`config.mk`:
```
export PLATFORM = sky130hd
export DESIGN_NAME = lsAddrGen
export DESIGN_NICKNAME = d
export VERILOG_FILES = /design/src/rtl/lsAddrGen_pkg.sv /design/src/rtl/lsAddrGen_offset.sv /design/src/rtl/lsAddrGen_ctrl.sv /design/src/rtl/lsAddrGen_dpath.sv /design/src/rtl/lsAddrGen.sv
export SDC_FILE = /design/constraint.sdc
export NUM_CORES = 1
export LEC_CHECK = 0
export ABC_AREA = 1
export BUFFER_PORTS_ARGS = -buffer_cell sky130_fd_sc_hd__buf_2
export CAP_MARGIN = 20
export CORE_MARGIN = 1.5
export CORE_UTILIZATION = 57
export DETAILED_ROUTE_END_ITERATION = 8
export GPL_ROUTABILITY_DRIVEN = 0
export GPL_TIMING_DRIVEN = 1
export PLACE_DENSITY_LB_ADDON = 0.3
export SLEW_MARGIN = 40
export SYNTH_ARGS = -nofsm -noshare
export SYNTH_HDL_FRONTEND = slang
export SYNTH_SLANG_ARGS = --single-unit
export TNS_END_PERCENT = 100
```
`constraint.sdc`:
```
create_clock -name clk -period 7.06 [get_ports clk]
set_clock_uncertainty 0.2 [all_clocks]
set_input_delay 1.059 -clock clk [delete_from_list [all_inputs] [get_ports clk]]
set_output_delay 1.059 -clock clk [all_outputs]
set_load 0.05 [all_outputs]
```
`src/rtl/lsAddrGen_pkg.sv`:
```
package lsAddrGen_pkg;

  typedef enum logic [1:0] {
    MODE_PLAIN = 2'b00,
    MODE_PRE   = 2'b01,
    MODE_POST  = 2'b10,
    MODE_ALT   = 2'b11
  } idxMode_e;

  typedef struct packed {
    logic capture;
    logic fire;
  } ctrlStrobe_t;

  function automatic logic modeUpdates(idxMode_e m);
    return (m == MODE_PRE) || (m == MODE_POST);
  endfunction

endpackage

```
`src/rtl/lsAddrGen_offset.sv`:
```
module lsAddrGen_offset #(
  parameter int DATA_W = 32,
  parameter int IMM_W  = 12,
  parameter int SH_W   = 5
) (
  input  logic              offIsReg,
  input  logic [IMM_W-1:0]  imm,
  input  logic [DATA_W-1:0] offReg,
  input  logic [SH_W-1:0]   shamt,
  output logic [DATA_W-1:0] offset
);

  localparam int EXT_W = DATA_W - IMM_W;

  logic [DATA_W-1:0] stage [0:SH_W];
  logic [DATA_W-1:0] immExt;

  assign stage[0] = offReg;

  // log-depth shifter: stage s shifts by 2**s when its shamt bit is set
  for (genvar s = 0; s < SH_W; s++) begin : g_shift
    assign stage[s+1] = shamt[s] ? (stage[s] << (2 ** s)) : stage[s];
  end

  assign immExt = {{EXT_W{imm[IMM_W-1]}}, imm};
  assign offset = offIsReg ? stage[SH_W] : immExt;

endmodule

```
`src/rtl/lsAddrGen_ctrl.sv`:
```
module lsAddrGen_ctrl
  import lsAddrGen_pkg::*;
(
  input  logic        clk,
  input  logic        rstN,
  input  logic        reqValid,
  output logic        reqReady,
  input  logic        memReady,
  output logic        slotValid,
  output ctrlStrobe_t strobe
);

  assign reqReady       = !slotValid || memReady;
  assign strobe.capture = reqValid && reqReady;
  assign strobe.fire    = slotValid && memReady;

  always_ff @(posedge clk or negedge rstN) begin
    if (!rstN) begin
      slotValid <= 1'b0;
    end else if (strobe.capture) begin
      slotValid <= 1'b1;
    end else if (strobe.fire) begin
      slotValid <= 1'b0;
    end
  end

  // a stalled request stays offered and blocks new ones
  assert_stall_keeps_R8: assert property (@(posedge clk) disable iff (!rstN)
    (slotValid && !memReady) |=> (slotValid && !$past(reqReady)));

endmodule

```
`src/rtl/lsAddrGen_dpath.sv`:
```
module lsAddrGen_dpath
  import lsAddrGen_pkg::*;
#(
  parameter int DATA_W = 32,
  parameter int IMM_W  = 12,
  parameter int IDX_W  = 4,
  parameter int SH_W   = 5
) (
  input  logic              clk,
  input  logic              rstN,
  input  ctrlStrobe_t       strobe,
  input  logic              slotValid,
  input  logic              memReady,
  input  logic [1:0]        reqMode,
  input  logic              reqIsStore,
  input  logic [IDX_W-1:0]  reqBaseIdx,
  input  logic [DATA_W-1:0] reqBaseVal,
  input  logic [DATA_W-1:0] pcVal,
  input  logic              reqOffIsReg,
  input  logic [IMM_W-1:0]  reqImm,
  input  logic [DATA_W-1:0] reqOffReg,
  input  logic [SH_W-1:0]   reqShamt,
  input  logic [DATA_W-1:0] reqStoreData,
  input  logic [IDX_W-1:0]  reqDestIdx,
  output logic [DATA_W-1:0] memAddr,
  output logic              memWe,
  output logic [DATA_W-1:0] memWdata,
  input  logic [DATA_W-1:0] memRdata,
  output logic              ldValid,
  output logic [IDX_W-1:0]  ldIdx,
  output logic [DATA_W-1:0] ldData,
  output logic              wbEn,
  output logic [IDX_W-1:0]  wbIdx,
  output logic [DATA_W-1:0] wbVal,
  output logic              wbErr
);

  localparam logic [IDX_W-1:0] PC_IDX = {IDX_W{1'b1}};

  // captured request
  idxMode_e          slotMode;
  logic              slotStore;
  logic [IDX_W-1:0]  slotBaseIdx;
  logic [DATA_W-1:0] slotBase;
  logic              slotOffIsReg;
  logic [IMM_W-1:0]  slotImm;
  logic [DATA_W-1:0] slotOffReg;
  logic [SH_W-1:0]   slotShamt;
  logic [DATA_W-1:0] slotData;
  logic [IDX_W-1:0]  slotDest;

  logic [DATA_W-1:0] offset;
  logic [DATA_W-1:0] sum;
  logic              wantWb;
  logic              hitsPc;

  always_ff @(posedge clk or negedge rstN) begin
    if (!rstN) begin
      slotMode     <= MODE_PLAIN;
      slotStore    <= 1'b0;
      slotBaseIdx  <= '0;
      slotBase     <= '0;
      slotOffIsReg <= 1'b0;
      slotImm      <= '0;
      slotOffReg   <= '0;
      slotShamt    <= '0;
      slotData     <= '0;
      slotDest     <= '0;
    end else if (strobe.capture) begin
      slotMode     <= idxMode_e'(reqMode);
      slotStore    <= reqIsStore;
      slotBaseIdx  <= reqBaseIdx;
      slotBase     <= (reqBaseIdx == PC_IDX) ? pcVal : reqBaseVal;
      slotOffIsReg <= reqOffIsReg;
      slotImm      <= reqImm;
      slotOffReg   <= reqOffReg;
      slotShamt    <= reqShamt;
      slotData     <= reqStoreData;
      slotDest     <= reqDestIdx;
    end
  end

  lsAddrGen_offset #(
    .DATA_W(DATA_W),
    .IMM_W (IMM_W),
    .SH_W  (SH_W)
  ) i_offset (
    .offIsReg(slotOffIsReg),
    .imm     (slotImm),
    .offReg  (slotOffReg),
    .shamt   (slotShamt),
    .offset  (offset)
  );

  // one adder: its sum is both the pre-update address and the new base
  assign sum      = slotBase + offset;
  assign memAddr  = (slotMode == MODE_POST) ? slotBase : sum;
  assign memWe    = slotStore;
  assign memWdata = slotData;

  assign wantWb = strobe.fire && modeUpdates(slotMode);
  assign hitsPc = (slotBaseIdx == PC_IDX);

  always_ff @(posedge clk or negedge rstN) begin
    if (!rstN) begin
      ldValid <= 1'b0;
      ldIdx   <= '0;
      ldData  <= '0;
      wbEn    <= 1'b0;
      wbIdx   <= '0;
      wbVal   <= '0;
      wbErr   <= 1'b0;
    end else begin
      ldValid <= strobe.fire && !slotStore;
      wbEn    <= wantWb && !hitsPc;
      wbErr   <= wantWb && hitsPc;
      if (strobe.fire) begin
        ldIdx  <= slotDest;
        ldData <= memRdata;
        wbIdx  <= slotBaseIdx;
        wbVal  <= sum;
      end
    end
  end

  assert_addr_hold_R8: assert property (@(posedge clk) disable iff (!rstN)
    (slotValid && !memReady) |=> ($stable(memAddr) && $stable(memWdata) && $stable(memWe)));

  assert_wb_after_fire_R8: assert property (@(posedge clk) disable iff (!rstN)
    (wbEn || ldValid) |-> $past(strobe.fire));

  assert_no_pc_wb_R7: assert property (@(posedge clk) disable iff (!rstN)
    wbEn |-> (wbIdx != PC_IDX));

  assert_one_outcome_R7: assert property (@(posedge clk) disable iff (!rstN)
    !(wbEn && wbErr));

  assert_plain_silent_R1: assert property (@(posedge clk) disable iff (!rstN)
    (strobe.fire && !modeUpdates(slotMode)) |=> (!wbEn && !wbErr));

  assert_pre_same_sum_R2: assert property (@(posedge clk) disable iff (!rstN)
    (strobe.fire && slotMode == MODE_PRE && !hitsPc) |=> (wbEn && wbVal == $past(memAddr)));

  assert_post_base_R3: assert property (@(posedge clk) disable iff (!rstN)
    (strobe.fire && slotMode == MODE_POST && !hitsPc)
      |=> (wbEn && wbVal == $past(memAddr) + $past(offset)));

  assert_load_pair_R9: assert property (@(posedge clk) disable iff (!rstN)
    (strobe.fire && !slotStore) |=> (ldValid && ldData == $past(memRdata)));

endmodule

```
`src/rtl/lsAddrGen.sv`:
```
module lsAddrGen
  import lsAddrGen_pkg::*;
#(
  parameter int DATA_W = 32,
  parameter int IMM_W  = 12,
  parameter int IDX_W  = 4,
  parameter int SH_W   = $clog2(DATA_W)
) (
  input  logic              clk,
  input  logic              rstN,
  input  logic              reqValid,
  output logic              reqReady,
  input  logic [1:0]        reqMode,
  input  logic              reqIsStore,
  input  logic [IDX_W-1:0]  reqBaseIdx,
  input  logic [DATA_W-1:0] reqBaseVal,
  input  logic [DATA_W-1:0] pcVal,
  input  logic              reqOffIsReg,
  input  logic [IMM_W-1:0]  reqImm,
  input  logic [DATA_W-1:0] reqOffReg,
  input  logic [SH_W-1:0]   reqShamt,
  input  logic [DATA_W-1:0] reqStoreData,
  input  logic [IDX_W-1:0]  reqDestIdx,
  output logic              memValid,
  input  logic              memReady,
  output logic [DATA_W-1:0] memAddr,
  output logic              memWe,
  output logic [DATA_W-1:0] memWdata,
  input  logic [DATA_W-1:0] memRdata,
  output logic              ldValid,
  output logic [IDX_W-1:0]  ldIdx,
  output logic [DATA_W-1:0] ldData,
  output logic              wbEn,
  output logic [IDX_W-1:0]  wbIdx,
  output logic [DATA_W-1:0] wbVal,
  output logic              wbErr
);

  ctrlStrobe_t strobe;
  logic        slotValid;

  lsAddrGen_ctrl i_ctrl (
    .clk      (clk),
    .rstN     (rstN),
    .reqValid (reqValid),
    .reqReady (reqReady),
    .memReady (memReady),
    .slotValid(slotValid),
    .strobe   (strobe)
  );

  lsAddrGen_dpath #(
    .DATA_W(DATA_W),
    .IMM_W (IMM_W),
    .IDX_W (IDX_W),
    .SH_W  (SH_W)
  ) i_dpath (
    .clk         (clk),
    .rstN        (rstN),
    .strobe      (strobe),
    .slotValid   (slotValid),
    .memReady    (memReady),
    .reqMode     (reqMode),
    .reqIsStore  (reqIsStore),
    .reqBaseIdx  (reqBaseIdx),
    .reqBaseVal  (reqBaseVal),
    .pcVal       (pcVal),
    .reqOffIsReg (reqOffIsReg),
    .reqImm      (reqImm),
    .reqOffReg   (reqOffReg),
    .reqShamt    (reqShamt),
    .reqStoreData(reqStoreData),
    .reqDestIdx  (reqDestIdx),
    .memAddr     (memAddr),
    .memWe       (memWe),
    .memWdata    (memWdata),
    .memRdata    (memRdata),
    .ldValid     (ldValid),
    .ldIdx       (ldIdx),
    .ldData      (ldData),
    .wbEn        (wbEn),
    .wbIdx       (wbIdx),
    .wbVal       (wbVal),
    .wbErr       (wbErr)
  );

  assign memValid = slotValid;

  assert_reset_quiet_R11: assert property (@(posedge clk) disable iff (!rstN)
    $rose(rstN) |-> (!memValid && !wbEn && !wbErr && !ldValid));

endmodule

```
==> results of run 1 <==
per-layer routing:
layer | GRT usage, % | wire [microns] | vias to the layer above | part of all wire, %
met4 | 13.7 | 1440 | 4 | 3.8
met3 | 7.68 | 3970 | 124 | 10
met1 | 47.3 | 15400 | 5771 | 40
li1 | - | - | 5893 | -
met5 | 0 | 29 | - | 0.076
met2 | 57.8 | 17400 | 757 | 46
cell usage after synthesis, types with 2 or more instances:
cell / number
a21o_1: 2
a21oi_1: 51
a31oi_1: 8
buf_1: 11
buf_2: 16
buf_4: 4
buf_6: 3
clkbuf_1: 52
dfrtp_1: 201
ha_1: 33
inv_1: 71
inv_2: 3
nand2_1: 696
nand2_2: 8
nand3_1: 96
nand3_2: 6
nand3b_1: 4
nand4_1: 10
nor2_1: 90
nor3_1: 8
nor3_2: 3
nor4_1: 2
o211ai_1: 8
o21a_1: 2
o21ai_0: 155
o21ai_1: 39
o21ai_2: 4
o21bai_1: 2
o221ai_1: 5
o22ai_1: 11
o31ai_1: 4
or2_1: 3
xnor2_1: 9
xor2_1: 6
registers in the layout, summed over array words and instances, names as in the netlist, 4 cells and up:
register             flops
i_dpath.slotDest         4
i_dpath.ldIdx            4
i_dpath.slotImm         12
i_dpath.slotOffReg      32
i_dpath.memWdata        32
i_dpath.slotBase        32
i_dpath.slotBaseIdx      4
i_dpath.wbIdx            4
i_dpath.wbVal           32
i_dpath.ldData          32
i_dpath.slotShamt        5
cell type report:
cell class	instances	area (sq um)
inverter	75	288
tap	270	338
fill	1721	6030
clock buffer	29	576
sequential	201	5030
clock inverter	9	124
multi-input combinational	1275	5960
timing repair buffer	343	1760
antenna	1	2.50
critical path, stage by stage, from the launching register on:
cell and delay (ns):
dfrtp_2 0.62, inv_4 0.34, nand2_1 0.08, nand2_1 0.09, inv_1 0.07, nand2_1 0.05
o21ai_0 0.13, o21ai_0 0.38, o21ai_1 0.14, o21ai_0 0.38, ha_1 0.36, a21oi_1 0.22
o21ai_0 0.17, a21oi_1 0.19, o21ai_2 0.11, nand2_1 0.07, nand2_1 0.07, xnor2_1 0.16
o21ai_1 0.21, buf_2 0.31
metrics by stage:
step	util, %	setup WS, ns	hold slack, ns	instance area (sq um)
after floorplan	-	2.25	0.242	11600
after global placement	66.4	1.61	0.251	13400
after detailed placement	66.5	1.60	0.259	13400
after CTS	70.0	1.06	0.276	14100
after global routing	70.0	0.756	0.294	14100
final	70.0	1.09	0.274	14100
worst max path at each step:
| stage | endpoint | slack (ns) | cells past startpoint |
|---|---|---|---|
| 6_report | memAddr[21] | 1.09 | 19 |
| 5_1_grt | memAddr[25] | 0.76 | 22 |
| 4_1_cts | memAddr[19] | 1.06 | 18 |
| 3_5_place_dp | memAddr[19] | 1.60 | 18 |
| 3_3_place_gp | memAddr[19] | 1.61 | 20 |
| 2_1_floorplan | memAddr[8] | 2.25 | 16 |
power groups by stage:
stage	Combinational (mW)	Sequential, mW	Clock [mW]
6_report	2.61	1.57	1.16
5_1_grt	2.79	1.60	1.21
4_1_cts	2.58	1.56	1.17
3_5_place_dp	2.56	1.58	0
3_3_place_gp	2.52	1.57	0
2_1_floorplan	1.38	2.07	0
kinds of logic after synthesis:
logic type / Yosys count
XOR/XNOR: 15
AO/OA/AOI/OAI: 296
AND/OR/NAND/NOR: 930
flip-flops: 201
buffers and inverters: 161
adder cells (fa/ha/maj): 34
placed cells by master, fill, tap and decap left out, types with 33 or more instances in the layout:
cell type	Yosys	final
nand2_1	696	694
ha_1	33	33
buf_2	16	333
nand3_1	96	96
o21ai_1	39	39
o21ai_0	155	155
dfrtp_1	201	198
a21oi_1	51	51
inv_1	71	69
nor2_1	90	90
==> metrics.cfg, run 1 <==
[worst_setup_path]
startpoint_type = register
r2r_cells = 20
r2r_setup_slack_ns = 2.81
end_kind = primary output
critical_path_arrival_ns = 4.71
required_ns = 5.80
worstSetupPathType = register to primary output
regToRegEndpoint = i_dpath.wbVal[25]$_DFFE_PN0P_
worstPathMaxFanout = 34
critPathLaunch = i_dpath.slotShamt[0]$_DFFE_PN0P_
r2r-start = i_dpath.slotShamt[0]$_DFFE_PN0P_

[floorplanning]
coreArea_sq_um = 20100
die_y_microns = 146
die-area_sq_um = 21300
die_w_microns = 146
floorplan.initialDensity_pct = 57.8
ios = 335
fp-row-count = 52

[global_routing]
grt_pass1_vias = 12000
grt_pass1_wl_microns = 60900
antenna_found_initial = 2
grt_max_degree = 98
grt.total_usage_pct = 35.7
overflow = 0

[drt]
first_pass_iters = 7
remaining_drc_errors = 0
routed-via-count = 12500
routed_wl_microns = 38300
post_drt_wl_per_cell_microns = 17.4
viasPerCell = 5.70
drtAntennaViolNets = 0
drt_iter0_markers = 1256

[pwr]
irDropWorstVdd_mv = 0.204
finalPower_mw = 5.34
pwr-share-seq_pct = 29.4
power.share.clock_pct = 21.7
power.switching_mw = 2.64
swShare_pct = 49.4
power_density_nw_per_um2 = 380
pwr-share-comb_pct = 48.9
p_leak_nw = 7.61
intPower_mw = 2.70

[worst_hold_path]
hp-class = register to register
min_from = i_dpath.ldData[27]$_DFFE_PN0P_
whs_path_depth = 2
holdPathEnd = i_dpath.ldData[27]$_DFFE_PN0P_

[synth]
yosysSeqAreaShare_pct = 43.3
synth.distinct_cells = 45
synthArstFlopShare_pct = 100
synth_top_family_by_area = simple AND/OR/NAND/NOR gates
synth_seq_cells = 201
synthSimpleGateAreaFrac_pct = 32.4
postSynth.topFlopCell = dfrtp_1
synth_fa_ha_area_share_pct = 3.72
synth_edf_count = 0
synth-xor-area-share_pct = 1.13
yosysTopAreaCell = dfrtp_1
synth_top_area_share_pct = 43.3
synth_area_sq_um = 11600
muxShareOfSynthArea_pct = 0
synth_cells = 1637
synth_compound_area_share_pct = 13.8
synth_fp_nets = 1864
synth_area_leaders = dfrtp_1 (43%), nand2_1 (22%), o21ai_0 (6.7%)
synth_warnings = 0
syn_avg_cell_area_sq_um = 7.10

[timing]
setup-violations-final = 0
fin_crit_sh_pct = 84.6
drv_slew = 0
max_slew_margin_pct = 44.8
max_freq_ghz = 0.168
rsz0062_at_grt = false
worstMarginPinSlew_ns = 0.829
tns_ns = 0
min_period_ns = 5.97
hold_viol = 0

[job]
drv_cap = 0

[clocking]
cts_tree = yes
cts_sinks = 201
clock_path_buffers = 3
htreeDepth = 1
hold_buffers = 0
clk_pin_slew_ns = 0.06
numCtsBuffers = 21
cts-root-buf = clkbuf_16
cts_setup_buffers = 0
ctsResizeCount = 0
clk-insertion-delay-late_ns = 0.52

[cells_and_area]
stdcell_count = 2203
syn_to_final_growth_pct = 21.0
layout.nets = 2144
final_layout_size_suffix_gt1_share_pct = 21.3

[outcome]
outcome = complete, no violations

[place]
dp_hpwl_microns = 28000
portBuffers = 334
dp.cells = 2164

Power figures use the tool's default switching activity.
==> inputs of run 2 (changes only) <==
- CORE_UTILIZATION: 57 -> 48
- clock period: 7.06 -> 5.2 ns (I/O delays scaled with it)
==> run 2 against run 1 <==
Against the previous run:
- die area rose by 18%
- sequential power rose by 34%
- non-clock buffer count rose by 12
- sequential cell count is the same
- clock power is 39% higher
- largest power group unchanged
- power is 39% higher
- first-iteration DRC count stayed put
- final area rose by 2.8%
- utilization is 8.7 points lower
- via count down 2.3%
- combinational power rose by 41%
==> metrics.cfg, run 2 (synthesized netlist as in run 1, its figures left out) <==
[outcome]
outcome = complete, no violations  ; unchanged

[pwr]
irDropWorstVdd_mv = 0.387  ; was 0.204 mV
finalPower_mw = 7.41  ; was 5.34 mW
power_density_nw_per_um2 = 512  ; was 380 nW/um^2
p_leak_nw = 7.72  ; was 7.61 nW

[cells_and_area]
layout_common_cells = nand2_1 (690), buf_2 (322), dfrtp_1 (199)  ; was nand2_1 (694), buf_2 (333), dfrtp_1 (198)
syn_to_final_growth_pct = 24.5  ; was 21.0%
layout_commonest_cell = nand2_1  ; unchanged
fillers = 2217  ; was 1721
final_layout_size_suffix_gt1_share_pct = 23.1  ; was 21.3%
layout.nets = 2159  ; was 2144

[clocking]
clk-insertion-delay-late_ns = 0.52  ; about the same
cts_sinks = 201  ; unchanged
clk_pin_slew_ns = 0.06  ; about the same
clock_path_buffers = 3  ; unchanged
htreeDepth = 1  ; unchanged
numCtsBuffers = 23  ; was 21
cts_tree = yes  ; unchanged
cts-root-buf = clkbuf_16  ; unchanged

[timing]
fin_crit_sh_pct = 96.7
rsz0062_at_grt = true  ; was false
worstMarginPinSlew_ns = 0.817  ; was 0.829 ns
min_period_ns = 5.03
hold_slack_ns = 0.250  ; was 0.274 ns
setup-violations-final = 0  ; unchanged
hold_viol = 0  ; unchanged
max_slew_margin_pct = 45.5  ; was 44.8%
max_freq_ghz = 0.199
drv_slew = 0  ; unchanged

[global_routing]
grt_pass1_vias = 11500  ; was 12000
grt.total_usage_pct = 29.7  ; was 35.7%
overflow = 0  ; unchanged
antenna_found_initial = 3  ; was 2
grt_max_degree = 104  ; was 98
grt_pass1_wl_microns = 58900  ; was 60900 microns

[worst_setup_path]
required_ns = 4.22  ; was 5.80 ns
worstSetupPathType = register to primary output  ; unchanged
end_kind = primary output  ; unchanged
critPathLaunch = i_dpath.slotShamt[0]$_DFFE_PN0P_  ; unchanged
worstPathMaxFanout = 33  ; was 34
startpoint_type = register  ; unchanged
r2r-start = i_dpath.slotShamt[0]$_DFFE_PN0P_  ; unchanged
critical_path_arrival_ns = 4.05  ; was 4.71 ns

[floorplanning]
floorplan.initialDensity_pct = 49.2  ; was 57.8%
die-area_sq_um = 25200  ; was 21300 sq um
ios = 335  ; unchanged
die_w_microns = 159  ; was 146 microns
coreArea_sq_um = 23600  ; was 20100 sq um
die_y_microns = 159  ; was 146 microns
fp-row-count = 56  ; was 52

[job]
drv_cap = 0  ; unchanged

[place]
dp_hpwl_microns = 28200  ; was 28000 microns
portBuffers = 334  ; unchanged

[drt]
post_drt_wl_per_cell_microns = 16.8  ; was 17.4 microns
routed_wl_microns = 38100  ; was 38300 microns
drtAntennaViolNets = 0  ; unchanged
drt_iter0_markers = 1256  ; unchanged
first_pass_iters = 7  ; unchanged
viasPerCell = 5.41  ; was 5.70
remaining_drc_errors = 0  ; unchanged
routed-via-count = 12300  ; was 12500

[worst_hold_path]
hp-class = input port to register  ; was register to register
min_from = reqStoreData[10]  ; was i_dpath.ldData[27]$_DFFE_PN0P_

[run 2: cell count changes in the layout (fill, tap and decap cells not counted), moves of 5 or more]
cell / before / now
o21ai_1: 39 / 44
a21oi_1: 51 / 46
buf_4: 7 / 18
a21oi_2: 1 / 6
clkbuf_4: 0 / 7
o21ai_0: 155 / 148
buf_2: 333 / 322
[run 2: final timing paths]
check                           cells past startpoint                          endpoint  slack (ns)
worst min register to register                      2      i_dpath.ldIdx[2]$_DFFE_PN0P_        0.27
max in group asynchronous                           3    i_dpath.ldData[22]$_DFFE_PN0P_        3.48
worst max-delay path                               19                       memAddr[18]        0.17
worst min-delay path                                3  i_dpath.memWdata[10]$_DFFE_PN0P_        0.25
min in group asynchronous                           2   i_dpath.slotBase[5]$_DFFE_PN0P_        0.50
worst max register to register                     21     i_dpath.wbVal[25]$_DFFE_PN0P_        1.61
[run 2: metal layers]
layer,vias up,GRT usage [%],share of wire (%)
li1,5917,-,-
met1,5594,39.6,41
met2,628,47.7,46
met3,117,6.80,9.8
met4,4,9.88,3.2
met5,-,0,0.084
[run 2: timing repair]
action,in CTS,in global routing
setup buffers,0,6
resized for setup,0,59
hold buffers,0,1
hold endpoints to repair,0,23
setup endpoints to repair,0,23
[run 2: power by group]
| part | internal, mW | switching [mW] |
|---|---|---|
| registers | 1.88 | 0.231 |
| logic | 0.953 | 2.73 |
| clock network | 0.966 | 0.646 |
| total | 3.79 | 3.61 |
[run 2: layout make-up]
type / instances / area [sq um] / area share, %
clock buffers: 31 / 646 / 4.46
inverters: 75 / 293 / 2.02
clock inverters: 8 / 98.8 / 0.683
diodes: 1 / 2.50 / 0.0173
flip-flops and latches: 201 / 5030 / 34.8
well taps: 319 / 399 / 2.76
multi-input cells: 1275 / 6060 / 41.9
repair buffers: 355 / 1930 / 13.4
repair inverters: 1 / 6.26 / 0.0432
[run 2: critical path, stage by stage, from the launching register on]
cell     delay, ns
dfrtp_2       0.47
buf_12        0.19
nand2_1       0.11
nand3_2       0.12
nand2_1       0.08
nor2_1        0.05
a31oi_2       0.24
nand2_1       0.07
o21ai_0       0.14
o21ai_0       0.16
ha_1          0.44
nand2_1       0.14
inv_1         0.07
nand2_1       0.08
nor2_1        0.26
nand4_1       0.17
nand3_1       0.14
nor2_1        0.07
o31ai_1       0.21
buf_2         0.31
[run 2: per-stage QoR]
step	setup slack, ns	cell area [sq um]	util, %	setup TNS, ns	instances
after floorplan	0.664	11600	-	0	1637
after global placement	0.638	13500	57.1	0	2217
after detailed placement	0.586	13500	57.1	0	2217
after CTS	0.0358	14200	60.2	0	2256
after global routing	-0.0724	14500	61.3	-0.156	2265
final	0.171	14500	61.3	0	2266
